[src/rtl/mux_dram_pkg.sv]
package mux_dram_pkg;

    typedef enum logic [1:0] {
        ST_IDLE   = 2'd0,
        ST_OPEN   = 2'd1,
        ST_REF_RD = 2'd2,
        ST_REF_WB = 2'd3
    } dram_state_e;

endpackage

[src/rtl/mux_dram_cells.sv]
// Storage grid: one full-row read port (combinational) and one full-row write port.
module mux_dram_cells #(
    parameter int IDX_BITS = 2,
    parameter int WIDTH    = 8,
    localparam int ROWS    = 1 << IDX_BITS,
    localparam int ROW_W   = ROWS * WIDTH
) (
    input  logic                clk,
    input  logic                rst_n,
    input  logic [IDX_BITS-1:0] rd_row,
    output logic [ROW_W-1:0]    rd_data,
    input  logic                wr_en,
    input  logic [IDX_BITS-1:0] wr_row,
    input  logic [ROW_W-1:0]    wr_data
);

    logic [ROW_W-1:0] rows_q [ROWS];

    always_ff @(posedge clk or negedge rst_n) begin
        if (!rst_n) begin
            for (int r = 0; r < ROWS; r++) begin
                rows_q[r] <= '0;
            end
        end else if (wr_en) begin
            rows_q[wr_row] <= wr_data;
        end
    end

    assign rd_data = rows_q[rd_row];

endmodule

[src/rtl/mux_dram_rowbuf.sv]
// Row buffer: whole-row load, per-column write, registered per-column read.
module mux_dram_rowbuf #(
    parameter int IDX_BITS = 2,
    parameter int WIDTH    = 8,
    localparam int COLS    = 1 << IDX_BITS,
    localparam int ROW_W   = COLS * WIDTH
) (
    input  logic                clk,
    input  logic                rst_n,
    input  logic                load,
    input  logic [IDX_BITS-1:0] load_idx,
    input  logic [ROW_W-1:0]    load_data,
    input  logic [IDX_BITS-1:0] col_idx,
    input  logic                col_wr,
    input  logic                col_rd,
    input  logic [WIDTH-1:0]    din,
    output logic [IDX_BITS-1:0] open_row,
    output logic [ROW_W-1:0]    row_data,
    output logic [WIDTH-1:0]    dout,
    output logic                dout_valid
);

    logic [WIDTH-1:0]    cell_q [COLS];
    logic [IDX_BITS-1:0] row_q;

    always_ff @(posedge clk or negedge rst_n) begin
        if (!rst_n) begin
            for (int c = 0; c < COLS; c++) begin
                cell_q[c] <= '0;
            end
            row_q      <= '0;
            dout       <= '0;
            dout_valid <= 1'b0;
        end else begin
            dout_valid <= col_rd;
            if (load) begin
                for (int c = 0; c < COLS; c++) begin
                    cell_q[c] <= load_data[c*WIDTH +: WIDTH];
                end
                row_q <= load_idx;
            end else if (col_wr) begin
                cell_q[col_idx] <= din;
            end
            if (col_rd) begin
                dout <= cell_q[col_idx];
            end
        end
    end

    for (genvar c = 0; c < COLS; c++) begin : g_flat
        assign row_data[c*WIDTH +: WIDTH] = cell_q[c];
    end

    assign open_row = row_q;

endmodule

[src/rtl/mux_dram_refresh.sv]
// Interval counter raising refresh requests, and the rolling refresh row pointer.
module mux_dram_refresh #(
    parameter int IDX_BITS     = 2,
    parameter int REF_INTERVAL = 64,
    localparam int CNT_W       = $clog2(REF_INTERVAL)
) (
    input  logic                clk,
    input  logic                rst_n,
    input  logic                start,
    input  logic                advance,
    output logic                pending,
    output logic [IDX_BITS-1:0] ptr
);

    localparam logic [CNT_W-1:0] LAST = CNT_W'(REF_INTERVAL - 1);

    logic [CNT_W-1:0] cnt_q;
    logic             tick;

    assign tick = (cnt_q == LAST);

    always_ff @(posedge clk or negedge rst_n) begin
        if (!rst_n) begin
            cnt_q   <= '0;
            pending <= 1'b0;
            ptr     <= '0;
        end else begin
            cnt_q <= tick ? '0 : cnt_q + CNT_W'(1);
            if (tick) begin
                pending <= 1'b1;
            end else if (start) begin
                pending <= 1'b0;
            end
            if (advance) begin
                ptr <= ptr + IDX_BITS'(1);
            end
        end
    end

endmodule

[src/rtl/mux_dram_fsm.sv]
// Strobe protocol and refresh sequencing.
module mux_dram_fsm
    import mux_dram_pkg::*;
(
    input  logic clk,
    input  logic rst_n,
    input  logic row_stb,
    input  logic col_stb,
    input  logic pre,
    input  logic we,
    input  logic ref_pending,
    output logic busy,
    output logic load_ext,
    output logic load_ref,
    output logic wb_open,
    output logic wb_ref,
    output logic col_rd,
    output logic col_wr,
    output logic ref_start,
    output logic proto_err
);

    dram_state_e state_q;
    dram_state_e state_d;
    logic        err_d;
    logic [1:0]  n_stb;
    logic        multi;

    assign n_stb = {1'b0, row_stb} + {1'b0, col_stb} + {1'b0, pre};
    assign multi = (n_stb > 2'd1);

    // State register
    always_ff @(posedge clk or negedge rst_n) begin
        if (!rst_n) begin
            state_q <= ST_IDLE;
        end else begin
            state_q <= state_d;
        end
    end

    // Error output register
    always_ff @(posedge clk or negedge rst_n) begin
        if (!rst_n) begin
            proto_err <= 1'b0;
        end else begin
            proto_err <= err_d;
        end
    end

    // Next state
    always_comb begin
        state_d = state_q;
        unique case (state_q)
            ST_IDLE: begin
                if (ref_pending) begin
                    state_d = ST_REF_RD;
                end else if (!multi && row_stb) begin
                    state_d = ST_OPEN;
                end
            end
            ST_OPEN: begin
                if (!multi && pre) begin
                    state_d = ST_IDLE;
                end
            end
            ST_REF_RD: state_d = ST_REF_WB;
            ST_REF_WB: state_d = ST_IDLE;
            default:   state_d = ST_IDLE;
        endcase
    end

    // Outputs
    always_comb begin
        busy      = 1'b0;
        load_ext  = 1'b0;
        load_ref  = 1'b0;
        wb_open   = 1'b0;
        wb_ref    = 1'b0;
        col_rd    = 1'b0;
        col_wr    = 1'b0;
        ref_start = 1'b0;
        err_d     = 1'b0;
        unique case (state_q)
            ST_IDLE: begin
                if (ref_pending) begin
                    busy      = 1'b1;
                    ref_start = 1'b1;
                end else if (multi) begin
                    err_d = 1'b1;
                end else if (row_stb) begin
                    load_ext = 1'b1;
                end else if (col_stb) begin
                    err_d = 1'b1;
                end
            end
            ST_OPEN: begin
                if (multi || row_stb) begin
                    err_d = 1'b1;
                end else if (pre) begin
                    wb_open = 1'b1;
                end else if (col_stb) begin
                    col_wr = we;
                    col_rd = !we;
                end
            end
            ST_REF_RD: begin
                busy     = 1'b1;
                load_ref = 1'b1;
            end
            ST_REF_WB: begin
                busy   = 1'b1;
                wb_ref = 1'b1;
            end
            default: ;
        endcase
    end

endmodule

[src/rtl/mux_dram.sv]
module mux_dram #(
    parameter int IDX_BITS     = 2,
    parameter int WIDTH        = 8,
    parameter int REF_INTERVAL = 64
) (
    input  logic                clk,
    input  logic                rst_n,
    input  logic [IDX_BITS-1:0] addr,
    input  logic                row_stb,
    input  logic                col_stb,
    input  logic                we,
    input  logic                pre,
    input  logic [WIDTH-1:0]    din,
    output logic [WIDTH-1:0]    dout,
    output logic                dout_valid,
    output logic                proto_err,
    output logic                busy
);

    localparam int ROW_W = (1 << IDX_BITS) * WIDTH;

    logic                load_ext, load_ref, wb_open, wb_ref;
    logic                col_rd, col_wr, ref_start, ref_pending;
    logic [IDX_BITS-1:0] ref_ptr, open_row, rd_row, wr_row;
    logic [ROW_W-1:0]    array_rd, buf_row;

    assign rd_row = load_ref ? ref_ptr : addr;
    assign wr_row = wb_ref   ? ref_ptr : open_row;

    mux_dram_fsm u_fsm (
        .clk         (clk),
        .rst_n       (rst_n),
        .row_stb     (row_stb),
        .col_stb     (col_stb),
        .pre         (pre),
        .we          (we),
        .ref_pending (ref_pending),
        .busy        (busy),
        .load_ext    (load_ext),
        .load_ref    (load_ref),
        .wb_open     (wb_open),
        .wb_ref      (wb_ref),
        .col_rd      (col_rd),
        .col_wr      (col_wr),
        .ref_start   (ref_start),
        .proto_err   (proto_err)
    );

    mux_dram_refresh #(
        .IDX_BITS     (IDX_BITS),
        .REF_INTERVAL (REF_INTERVAL)
    ) u_refresh (
        .clk     (clk),
        .rst_n   (rst_n),
        .start   (ref_start),
        .advance (wb_ref),
        .pending (ref_pending),
        .ptr     (ref_ptr)
    );

    mux_dram_cells #(
        .IDX_BITS (IDX_BITS),
        .WIDTH    (WIDTH)
    ) u_cells (
        .clk     (clk),
        .rst_n   (rst_n),
        .rd_row  (rd_row),
        .rd_data (array_rd),
        .wr_en   (wb_open | wb_ref),
        .wr_row  (wr_row),
        .wr_data (buf_row)
    );

    mux_dram_rowbuf #(
        .IDX_BITS (IDX_BITS),
        .WIDTH    (WIDTH)
    ) u_rowbuf (
        .clk        (clk),
        .rst_n      (rst_n),
        .load       (load_ext | load_ref),
        .load_idx   (rd_row),
        .load_data  (array_rd),
        .col_idx    (addr),
        .col_wr     (col_wr),
        .col_rd     (col_rd),
        .din        (din),
        .open_row   (open_row),
        .row_data   (buf_row),
        .dout       (dout),
        .dout_valid (dout_valid)
    );

endmodule

[config.mk]
export PLATFORM = sky130hd
export DESIGN_NAME = mux_dram
export DESIGN_NICKNAME = d
export VERILOG_FILES = /design/src/rtl/mux_dram_pkg.sv /design/src/rtl/mux_dram_cells.sv /design/src/rtl/mux_dram_rowbuf.sv /design/src/rtl/mux_dram_refresh.sv /design/src/rtl/mux_dram_fsm.sv /design/src/rtl/mux_dram.sv
export SDC_FILE = /design/constraint.sdc
export NUM_CORES = 1
export LEC_CHECK = 0
export BUFFER_PORTS_ARGS = -buffer_cell sky130_fd_sc_hd__buf_2
export CAP_MARGIN = 10
export CORE_MARGIN = 4
export CORE_UTILIZATION = 30
export CTS_BUF_LIST = sky130_fd_sc_hd__clkbuf_8
export CTS_CLUSTER_SIZE = 25
export DETAILED_ROUTE_END_ITERATION = 12
export PLACE_DENSITY_LB_ADDON = 0.15
export SETUP_SLACK_MARGIN = 0.2
export SYNTH_ARGS = -nofsm -noshare
export SYNTH_HDL_FRONTEND = slang
export SYNTH_HIERARCHICAL = 1
export SYNTH_SLANG_ARGS = --single-unit
export TNS_END_PERCENT = 5
[constraint.sdc]
create_clock -name clk -period 4.4 [get_ports clk]
set_clock_uncertainty 0.05 [all_clocks]
set_input_delay 0.22 -clock clk [delete_from_list [all_inputs] [get_ports clk]]
set_output_delay 0.22 -clock clk [all_outputs]
set_load 0.005 [all_outputs]
**Word-level counts from Yosys, hierarchy flattened**

Index checks and enable logic that the tools add are counted.

- $lt $le $gt $ge: 6
- Muxes and demuxes: 49
- Bitwise operators: 5
- Reductions and logical operators: 12
- Add/subtract/negate cells: 4
- $mul: 0
- Shifts and indexed selects: 0
- Divide/modulo/power cells: 0
- Equal/unequal tests: 6

Operator list:

| cell | number |
|---|---|
| 32-bit two-way mux | 5 |
| 128-bit bitwise mux | 1 |
| 32-bit binary-select mux with 2-bit select | 1 |
| 32-bit demux with 2-bit select | 1 |
| 32-bit bitwise mux | 1 |
| 1-bit two-way mux | 26 |
| 8-bit two-way mux | 3 |
| 8-bit binary-select mux with 2-bit select | 1 |
| 8-bit demux with 2-bit select | 1 |
| 2-bit two-way mux | 5 |
| 3-bit >= comparator, second input constant | 3 |
| 2-bit inverter with 3-bit output | 3 |
| 2-bit one-hot mux with 4 select lines | 1 |
| 6-bit by 1-bit adder with 6-bit output, second input constant | 1 |
| 6-bit equality test, second input constant | 1 |
| 3-bit by 1-bit less-than comparator with 1-bit output, second input constant | 2 |
| 6-bit two-way mux | 1 |
| 2-bit equality test, second input constant | 2 |
| 1-bit logical AND | 4 |
| 1-bit one-hot mux with 2 select lines | 2 |
| 2-bit nonzero test | 2 |
| 3-bit by 1-bit inequality test with 1-bit output, second input constant | 1 |
| 1-bit by 1-bit adder with 2-bit output | 1 |
| 2-bit by 1-bit adder with 2-bit output | 1 |
| 10 further kinds | 12 |

- Input bits: 16
- Output and inout bits: 11
- Bits in read-only memories: 0
- Register bits: 183
- Bits in writable memories: 0
- Logic and storage cells: 98
- Memories: 0
- Latch bits: 0

**Logic depth before layout (Yosys ltp)**

Gate-level depths: netlist (run 1).

- Depth in word-level cells: 9
- Depth in mapped cells: 9
- Gate-level depth less buffers: 7

**Cells and area by module**

The synthesis (run 1) kept the hierarchy.

Modules (own cells, without submodules):

| module | instances | sequential area each (um^2) | area each (um^2) | cells each |
|---|---|---|---|---|
| mux_dram_cells | 1 | 3203.1 | 5504.0 | 311 |
| mux_dram_rowbuf | 1 | 1076.0 | 2213.4 | 240 |
| mux_dram_refresh | 1 | 225.2 | 357.8 | 28 |
| mux_dram_fsm | 1 | 75.1 | 241.5 | 28 |
| mux_dram | 1 | 0.0 | 72.6 | 6 |

**Worst setup path before layout (run 1)**

No wires, ideal clock.

- Path kind: reg-to-reg
- Start: register u_fsm.state_q[1]
- End: register u_rowbuf.cell_q, in the netlist u_rowbuf/row_data[0]
- Data required time: 4.228 ns
- Period minus slack after synthesis: 2.121 ns
- Cell stages (with the launch flop): 9
- Arrival: 1.948 ns
- Library setup time: 0.122 ns
- Setup slack: 2.279 ns
- Cell sequence: dfrtp_1 buf_2 nor2b_1 mux2_4 buf_2 buf_4 mux4_2 nor2b_1 a21oi_1

- Word-level cells in the longest chain between the ends: 8
- Elaborated cells on any way between the ends: 14
- Classes of those cells: 2 x eq/ne; 8 x mux; 2 x bitwise; 2 x reduce/logical

RTL lines:

| item | line | source |
|---|---|---|
| start: declaration | mux_dram_fsm.sv:23 | `dram_state_e state_q;` |
| start signal: assignment | mux_dram_fsm.sv:37 | `state_q <= state_d;` |
| 2-bit equality test | mux_dram_fsm.sv:83 | `unique case (state_q)` |
| 1-bit two-way mux | mux_dram_fsm.sv:83 |  |
| via load_ref | mux_dram.sv:22 | `logic load_ext, load_ref, wb_open, wb_ref;` |
| 2-bit two-way mux | mux_dram.sv:27 | `assign rd_row = load_ref ? ref_ptr : addr;` |
| via rd_row[0] | mux_dram.sv:24 | `logic [IDX_BITS-1:0] ref_ptr, open_row, rd_row, wr_row;` |
| 2-bit inverter with 3-bit output (not written as such) | mux_dram_cells.sv:29 | `assign rd_data = rows_q[rd_row];` |
| 32-bit binary-select mux with 2-bit select | mux_dram_cells.sv:29 |  |
| 32-bit two-way mux (not written as such) (2 in a row) | mux_dram_cells.sv:29 |  |
| via array_rd[0] | mux_dram.sv:25 | `logic [ROW_W-1:0] array_rd, buf_row;` |
| 32-bit two-way mux | mux_dram_rowbuf.sv:36 | `if (load) begin` |
| end signal: indexed assignment | mux_dram_rowbuf.sv:38 | `cell_q[c] <= load_data[c*WIDTH +: WIDTH];` |
| end signal: indexed assignment | mux_dram_rowbuf.sv:42 | `cell_q[col_idx] <= din;` |
| end: declaration | mux_dram_rowbuf.sv:23 | `logic [WIDTH-1:0] cell_q [COLS];` |

The timed path passes the listed nets, and every way through them passes these cells. The select of a mux whose other input is x is not followed.
A chain may end at the register's enable or synchronous reset.

**Worst setup path in the final report (run 1)**

- Start: register u_fsm.state_q[1]
- End: register u_cells/rows_q[96] (netlist name)

- Word-level cells in the longest chain between the ends: 9
- Elaborated cells on any way between the ends: 13
- Classes of those cells: 2 x order compare; 2 x eq/ne; 6 x mux; 2 x bitwise; 1 x reduce/logical

RTL lines:

| item | line | source |
|---|---|---|
| 2-bit equality test (*) | mux_dram_fsm.sv:83 |  |
| 1-bit two-way mux (*) | mux_dram_fsm.sv:83 |  |
| via wb_ref | mux_dram.sv:22 |  |
| 2-bit two-way mux (*) | mux_dram.sv:28 | `assign wr_row = wb_ref ? ref_ptr : open_row;` |
| via wr_row[0] | mux_dram.sv:24 |  |
| 2-bit inverter with 3-bit output (not written as such) (*) | mux_dram_cells.sv:25 | `rows_q[wr_row] <= wr_data;` |
| 3-bit >= comparator (not written as such) or 3-bit by 1-bit less-than comparator with 1-bit output (tied branches) | mux_dram_cells.sv:25 |  |
| 1-bit logical AND (not written as such) | mux_dram_cells.sv:25 |  |
| 32-bit two-way mux (not written as such) | mux_dram_cells.sv:25 |  |
| 32-bit demux with 2-bit select (*) | mux_dram_cells.sv:25 |  |
| 128-bit bitwise mux (*) | mux_dram_cells.sv:25 |  |
| end signal: indexed assignment | mux_dram_cells.sv:25 |  |
| end: declaration | mux_dram_cells.sv:17 | `logic [ROW_W-1:0] rows_q [ROWS];` |

Mark *: on every way through the listed nets, which the timed path passes. The rest lies on a longest branch.

==> impl_metrics.py, run 1 <==
metrics = {
    "timing": {
        "slew_violations": 0,
        "finalSetupViolations": 0,
        "tns_ns": 0,
        "max_freq_mhz": 372.3,
        "min_period_ns": 2.686,
        "rsz0062_at_grt": "no",
        "hold_viol": 0,
        "max_slew_margin_pct": 23.51,
        "tightest_slew_ns": 1.145,
        "period_share_pct": 61.05,
    },
    "route": {
        "vias_per_cell": 4.992,
        "wire_per_inst_um": 20.50,
        "drt-pass1-iter-count": 4,
        "drt-total-wl_um": 20810,
        "routed-via-count": 5067,
        "route.detailed.drc": 0,
        "ant_nets": 0,
        "drt-initial-drc-count": 285,
    },
    "power": {
        "p_per_area_nw_per_um2": 587.2,
        "switching_share_pct": 30.44,
        "internal-power_mw": 3.778,
        "p_sw_mw": 1.653,
        "seqPwrFrac_pct": 54.7,
        "pwr-share-clk_pct": 20.1,
        "leakagePower_nw": 4.125,
        "comb_power_share_pct": 25.2,
        "total_power_mw": 5.431,
        "max-vdd-ir-drop_mv": 0.1666,
    },
    "placed_design": {
        "port-buffer-count": 26,
        "routabilityCongestion": 0.7573,
        "hpwl_um": 12240,
        "dpl-instance-area_sq_um": 8871,
        "placed_cells": 982,
    },
    "worst_setup_path": {
        "crit_path_start_kind": "flop",
        "rr_startpoint": "u_fsm/state_q[1]",
        "critPathCaptureType": "flop",
        "crit_family": "simple AND/OR/NAND/NOR gates",
        "cp_max_fo": 12,
        "cp.required_ns": 4.70,
        "cp.arrival_ns": 2.98,
        "crit_type": "reg -> reg",
        "critPathMaxStageDelay_ns": 0.60,
        "rrSetupSlack_ns": 1.71,
        "cp-startpoint": "u_fsm/state_q[1]",
        "cp_cell_sequence": "and2_1, mux2_4, nor3b_4, buf_4, mux2_2",
        "cp_slowest_cell": "nor3b_4",
        "cp_num_buf_inv": 1,
    },
    "clock_network": {
        "post-cts-setup-buffer-count": 0,
        "clk_pin_slew_ns": 0.09,
        "clockRootBuffer": "clkbuf_8",
        "postCtsResizedCells": 0,
        "cts_tree": "done",
        "cts_sinks": 183,
        "clock_latency_ns": 0.46,
        "cts_buffers": 17,
        "cts_buffer_depth": 2,
        "htreeDepth": 4,
    },
    "floorplan": {
        "io_pins": 27,
        "die_y_um": 175.2,
        "start_util_pct": 30.79,
        "floorplan.rows": 60,
        "dieArea_sq_um": 30700,
        "die_x_um": 175.2,
        "core_area_sq_um": 27250,
    },
    "global_route": {
        "grt_max_degree": 111,
        "antenna_found_initial": 0,
        "grt_pass1_wl_um": 33200,
        "grtUsageTotal_pct": 14.04,
        "grt_pass1_vias": 5569,
        "grt_overflow": 0,
    },
    "synth": {
        "synth.top_cells.by_area": "dfrtp_1 55%, mux2_2 18%, mux4_2 8.6%, a21oi_1 4.0%, nor2b_1 2.5%",
        "yosysTopAreaCellShare_pct": 54.59,
        "synth.yosys.warnings": 6,
        "ys_seq_elements": 183,
        "netlist_top_cells_count": "183 x dfrtp_1, 136 x mux2_2, 67 x a21oi_1",
        "ys_types": 40,
        "avgSynthCellArea_sq_um": 13.69,
        "ys_seq_area_share_pct": 54.59,
        "syn-cell-area_sq_um": 8389,
        "synth_top_cell_by_area": "dfrtp_1",
        "ys.flop_type": "dfrtp_1",
        "synthArstFlopShare_pct": 100.0,
        "syn_nets": 631,
        "synth_edf_count": 0,
        "syn_inst": 613,
        "synth.most_common_cell": "dfrtp_1",
    },
    "finish": {
        "fin_util_pct": 33.94,
        "seqCellArea_sq_um": 4579,
        "n_fill_cell": 2657,
        "postLayoutCellArea_sq_um": 9249,
        "instances_no_fill": 1015,
        "fin_nets": 648,
        "areaGrowthSynthToFinish_pct": 10.25,
        "diodes": 0,
        "drive_gt1_share_pct": 37.79,
        "multi_input_area_sq_um": 3580,
    },
    "min_path": {
        "worstHoldStart": "pre",
        "hold_class": "in -> reg",
    },
    "job": {
        "cap_viol_max_count": 0,
    },
    "outcome": {
        "outcome": "completed",
    },
}
## final cells by class
class / count / area share [%]
flip-flops and latches: 183 / 49.51
well taps: 372 / 5.032
multi-input cells: 383 / 38.70
repair buffers: 35 / 2.367
clock inverters: 13 / 1.150
clock buffers: 19 / 2.827
inverters: 10 / 0.4058
## tightest hold or removal path: stages
cell and delay (ns):
buf_2 0.11, a21oi_1 0.06, a2bb2oi_1 0.12
## state kept, by name, summed over array words and instances (netlist names)
signal,count
u_refresh/pending,1
u_refresh/cnt_q,6
u_rowbuf/row_data,32
u_refresh/ptr,2
u_rowbuf/open_row,2
u_fsm/proto_err,1
u_fsm/state_q,2
u_rowbuf/dout,8
u_rowbuf/dout_valid,1
u_cells/rows_q,128
## power by group through the flow
stage | sequential, mW | combinational [mW] | clock (mW)
after floorplan | 2.79 | 1.13 | 0
after global placement | 2.97 | 1.34 | 0
after detailed placement | 3.02 | 1.39 | 0
after CTS | 2.98 | 1.39 | 1.13
after global routing | 3.09 | 1.53 | 1.21
final | 2.97 | 1.37 | 1.09
## path summary, 6_finish.rpt
kind                                            end  cells past startpoint
worst max-delay path             u_cells/rows_q[96]                      5
worst min-delay path               u_fsm/state_q[0]                      3
worst max register to register   u_cells/rows_q[96]                      5
worst min register to register  u_cells/rows_q[124]                      1
max in group asynchronous       u_cells/rows_q[127]                      3
min in group asynchronous         u_cells/rows_q[9]                      2
## per-layer routing
layer / track usage [%] / share of wire (%)
met1: 20.64 / 49
met5: 0 / 0
met3: 2.445 / 3.8
met2: 21.82 / 46
met4: 3.044 / 0.74
## placed cells by master (no fill, tap or decap), types with 3 or more instances in the layout
master      count
clkinv_2        4
xor2_1          4
clkbuf_8       19
mux2i_1         8
buf_2          25
and2_1          3
a21oi_1        67
clkinvlp_4      3
nor2b_1        34
nor2_1          8
mux2_2        136
nand3b_1        5
nand2_1        43
nand3_1         3
dfrtp_1       183
inv_1          12
buf_4           7
mux4_2         32
o221ai_1        8
mux2_4          4
## through the flow
step                worst slack, ns  hold slack, ns
global route                  1.566         0.03995
CTS                           1.668         0.02011
finish                        1.714         0.05190
global placement              1.613          0.2380
floorplan                     2.279         -0.1256
detailed placement            1.476          0.2413
## what timing repair did
| item | in CTS | in global routing |
|---|---|---|
| hold buffers | 1 | 0 |
| hold endpoints to repair | 73 | 0 |
| setup endpoints to repair | 0 | 0 |
## kinds of logic (layout without fill, tap and decap cells)
family,after synthesis,in the layout,synth area share [%]
and+or+nand+nor,112,112,7.457
xor gates and xnor gates,5,5,0.5220
buffers and inverters,47,77,2.878
muxes,182,182,28.78
AOI/OAI and AO/OA,82,82,5.474
adders and majority gates,2,2,0.2982
DFF,183,183,54.59
Note: power is estimated with default switching activity, not from simulation.
==> inputs of run 2 (changes only) <==
- clock period: 4.4 -> 2.6 ns (I/O delays scaled with it)
==> run 2 against run 1 <==
Net effect:
- worst hold slack got worse by 0.0047 ns
- critical path type unchanged
- design area increased by 5.1%
- largest power group unchanged
- die area unchanged
- register-to-register slack got worse by 1.3 ns
- largest cell class unchanged
- sequential power increased by 69%
==> impl_metrics.py, run 2 (same netlist as run 1, synthesis figures left out) <==
metrics = {
    "worst_setup_path": {
        "crit_path_start_kind": "flop",
        "crit_family": "multiplexers",
        "cp_num_buf_inv": 2,
        "reg2reg_to": "u_cells/rows_q[101]",
        "critPathMaxStageDelay_ns": 0.38,
        "cp.arrival_ns": 2.53,
        "crit_type": "reg -> reg",
        "cp_slowest_cell": "mux2_2",
        "cp.depth": 6,
        "cp_cell_sequence": "buf_4, and2_1, mux2_4, nor3b_4, buf_12, mux2_2",
        "critPathCaptureType": "flop",
        "rr_worst_depth": 6,
        "cp_max_fo": 32,
        "rr_startpoint": "u_fsm/state_q[1]",
        "rrSetupSlack_ns": 0.37,
        "cp.required_ns": 2.90,
        "cp-startpoint": "u_fsm/state_q[1]",
        "endpoint": "u_cells/rows_q[101]",
    },
    "route": {
        "wire_per_inst_um": 20.08,
        "drt-initial-drc-count": 249,
        "route.detailed.drc": 0,
        "vias_per_cell": 4.971,
        "routed-via-count": 5225,
        "drt-total-wl_um": 21110,
        "ant_nets": 0,
        "drt-pass1-iter-count": 4,
    },
    "clock_network": {
        "cts_buffer_depth": 2,
        "postCtsResizedCells": 0,
        "clock_latency_ns": 0.47,
        "clk_pin_slew_ns": 0.10,
        "htreeDepth": 4,
        "cts_tree": "done",
        "clockRootBuffer": "clkbuf_8",
        "cts_sinks": 183,
        "cts_buffers": 17,
    },
    "job": {
        "cap_viol_max_count": 0,
    },
    "finish": {
        "areaGrowthSynthToFinish_pct": 15.90,
        "fin_util_pct": 35.68,
        "regMostFlops": "u_cells/rows_q",
        "diodes": 0,
        "fin_nets": 684,
        "drive_gt1_share_pct": 39.62,
        "final_cell_mix": "183 x dfrtp_1, 136 x mux2_2, 67 x a21oi_1, 43 x nand2_1, 34 x nor2b_1",
        "mostFrequentLayoutCell": "dfrtp_1",
        "largest_reg_flops": 128,
    },
    "floorplan": {
        "dieArea_sq_um": 30700,
        "floorplan.rows": 60,
        "die_y_um": 175.2,
        "io_pins": 27,
        "start_util_pct": 30.79,
        "die_x_um": 175.2,
        "core_area_sq_um": 27250,
    },
    "power": {
        "leakagePower_nw": 4.364,
        "max-vdd-ir-drop_mv": 0.2629,
        "p_per_area_nw_per_um2": 989.1,
        "total_power_mw": 9.617,
    },
    "timing": {
        "min_period_ns": 2.226,
        "max_slew_margin_pct": 54.90,
        "hold_viol": 0,
        "fin_ws_ns": 0.3744,
        "tightest_slew_ns": 0.6765,
        "period_share_pct": 85.60,
        "max_freq_mhz": 449.3,
        "finalSetupViolations": 0,
        "slew_violations": 0,
        "tns_ns": 0,
        "rsz0062_at_grt": "no",
    },
    "global_route": {
        "grtUsageTotal_pct": 14.12,
        "grt_pass1_vias": 5717,
        "grt_max_degree": 98,
        "use_met3_pct": 2.899,
        "met2_usage_pct": 23.03,
        "antenna_found_initial": 0,
        "use_met1_pct": 19.52,
        "grt_overflow": 0,
        "grt_most_used_layer": "met2",
        "grt_pass1_wl_um": 33440,
    },
    "placed_design": {
        "port-buffer-count": 26,
        "hpwl_um": 12950,
        "routabilityCongestion": 0.7474,
        "pre_cts_ws_ns": 0.1939,
    },
    "min_path": {
        "hold_class": "in -> reg",
    },
    "outcome": {
        "outcome": "completed",
    },
}
-- run 2: timing repair --
item | 4_1_cts | 5_1_grt
hold buffers | 12 | 0
endpoints found under the hold margin | 211 | 0
buffers inserted | 0 | 3
endpoints found under the setup margin | 0 | 6
-- run 2: worst min-delay path: cells and delay by family --
kind | cells | cell delay [ns]
buffers and inverters | 1 | 0.12
and+or+nand+nor | 1 | 0.10
AOI/OAI and AO/OA | 2 | 0.16
-- run 2: how the worst min path moves through the flow --
stage,from,end,slack [ns],cells past startpoint
6_report,col_stb,u_fsm/proto_err,0.05,4
3_5_place_dp,rst_n,u_cells/rows_q[99],0.16,2
2_1_floorplan,rst_n,u_cells/rows_q[0],-0.22,0
4_1_cts,col_stb,u_fsm/proto_err,0.01,4
3_3_place_gp,rst_n,u_cells/rows_q[99],0.14,2
5_1_grt,col_stb,u_fsm/proto_err,0.04,4
-- run 2: final cells by class --
class | instances | area [sq um]
inverter | 10 | 37.54
timing repair buffer | 71 | 616.8
sequential | 183 | 4579
tap | 372 | 465.4
multi-input combinational | 383 | 3580
clock buffer | 18 | 247.7
fill | 2653 | 17530
clock inverter | 14 | 196.4
-- run 2: per-stage QoR --
step | hold WS (ns) | std cells | area, sq um
detailed placement | 0.1569 | 1004 | 9136
global placement | 0.1400 | 1004 | 9136
CTS | 0.01211 | 1048 | 9701
global route | 0.03510 | 1051 | 9723
floorplan | -0.2156 | 613 | 8389
finish | 0.04716 | 1051 | 9723
-- run 2: power breakdown --
group          internal (mW)  total, mW  switching [mW]
combinational           1.54       2.44           0.904
clock                   1.08       2.16            1.07
sequential              4.10       5.02           0.915
total                   6.73       9.62            2.89
-- run 2: routing by layer --
layer / vias up / part of all wire (%)
li1: 2325 / -
met1: 2789 / 47
met2: 94 / 49
met3: 17 / 3.5
met4: 0 / 1.0
met5: - / 0
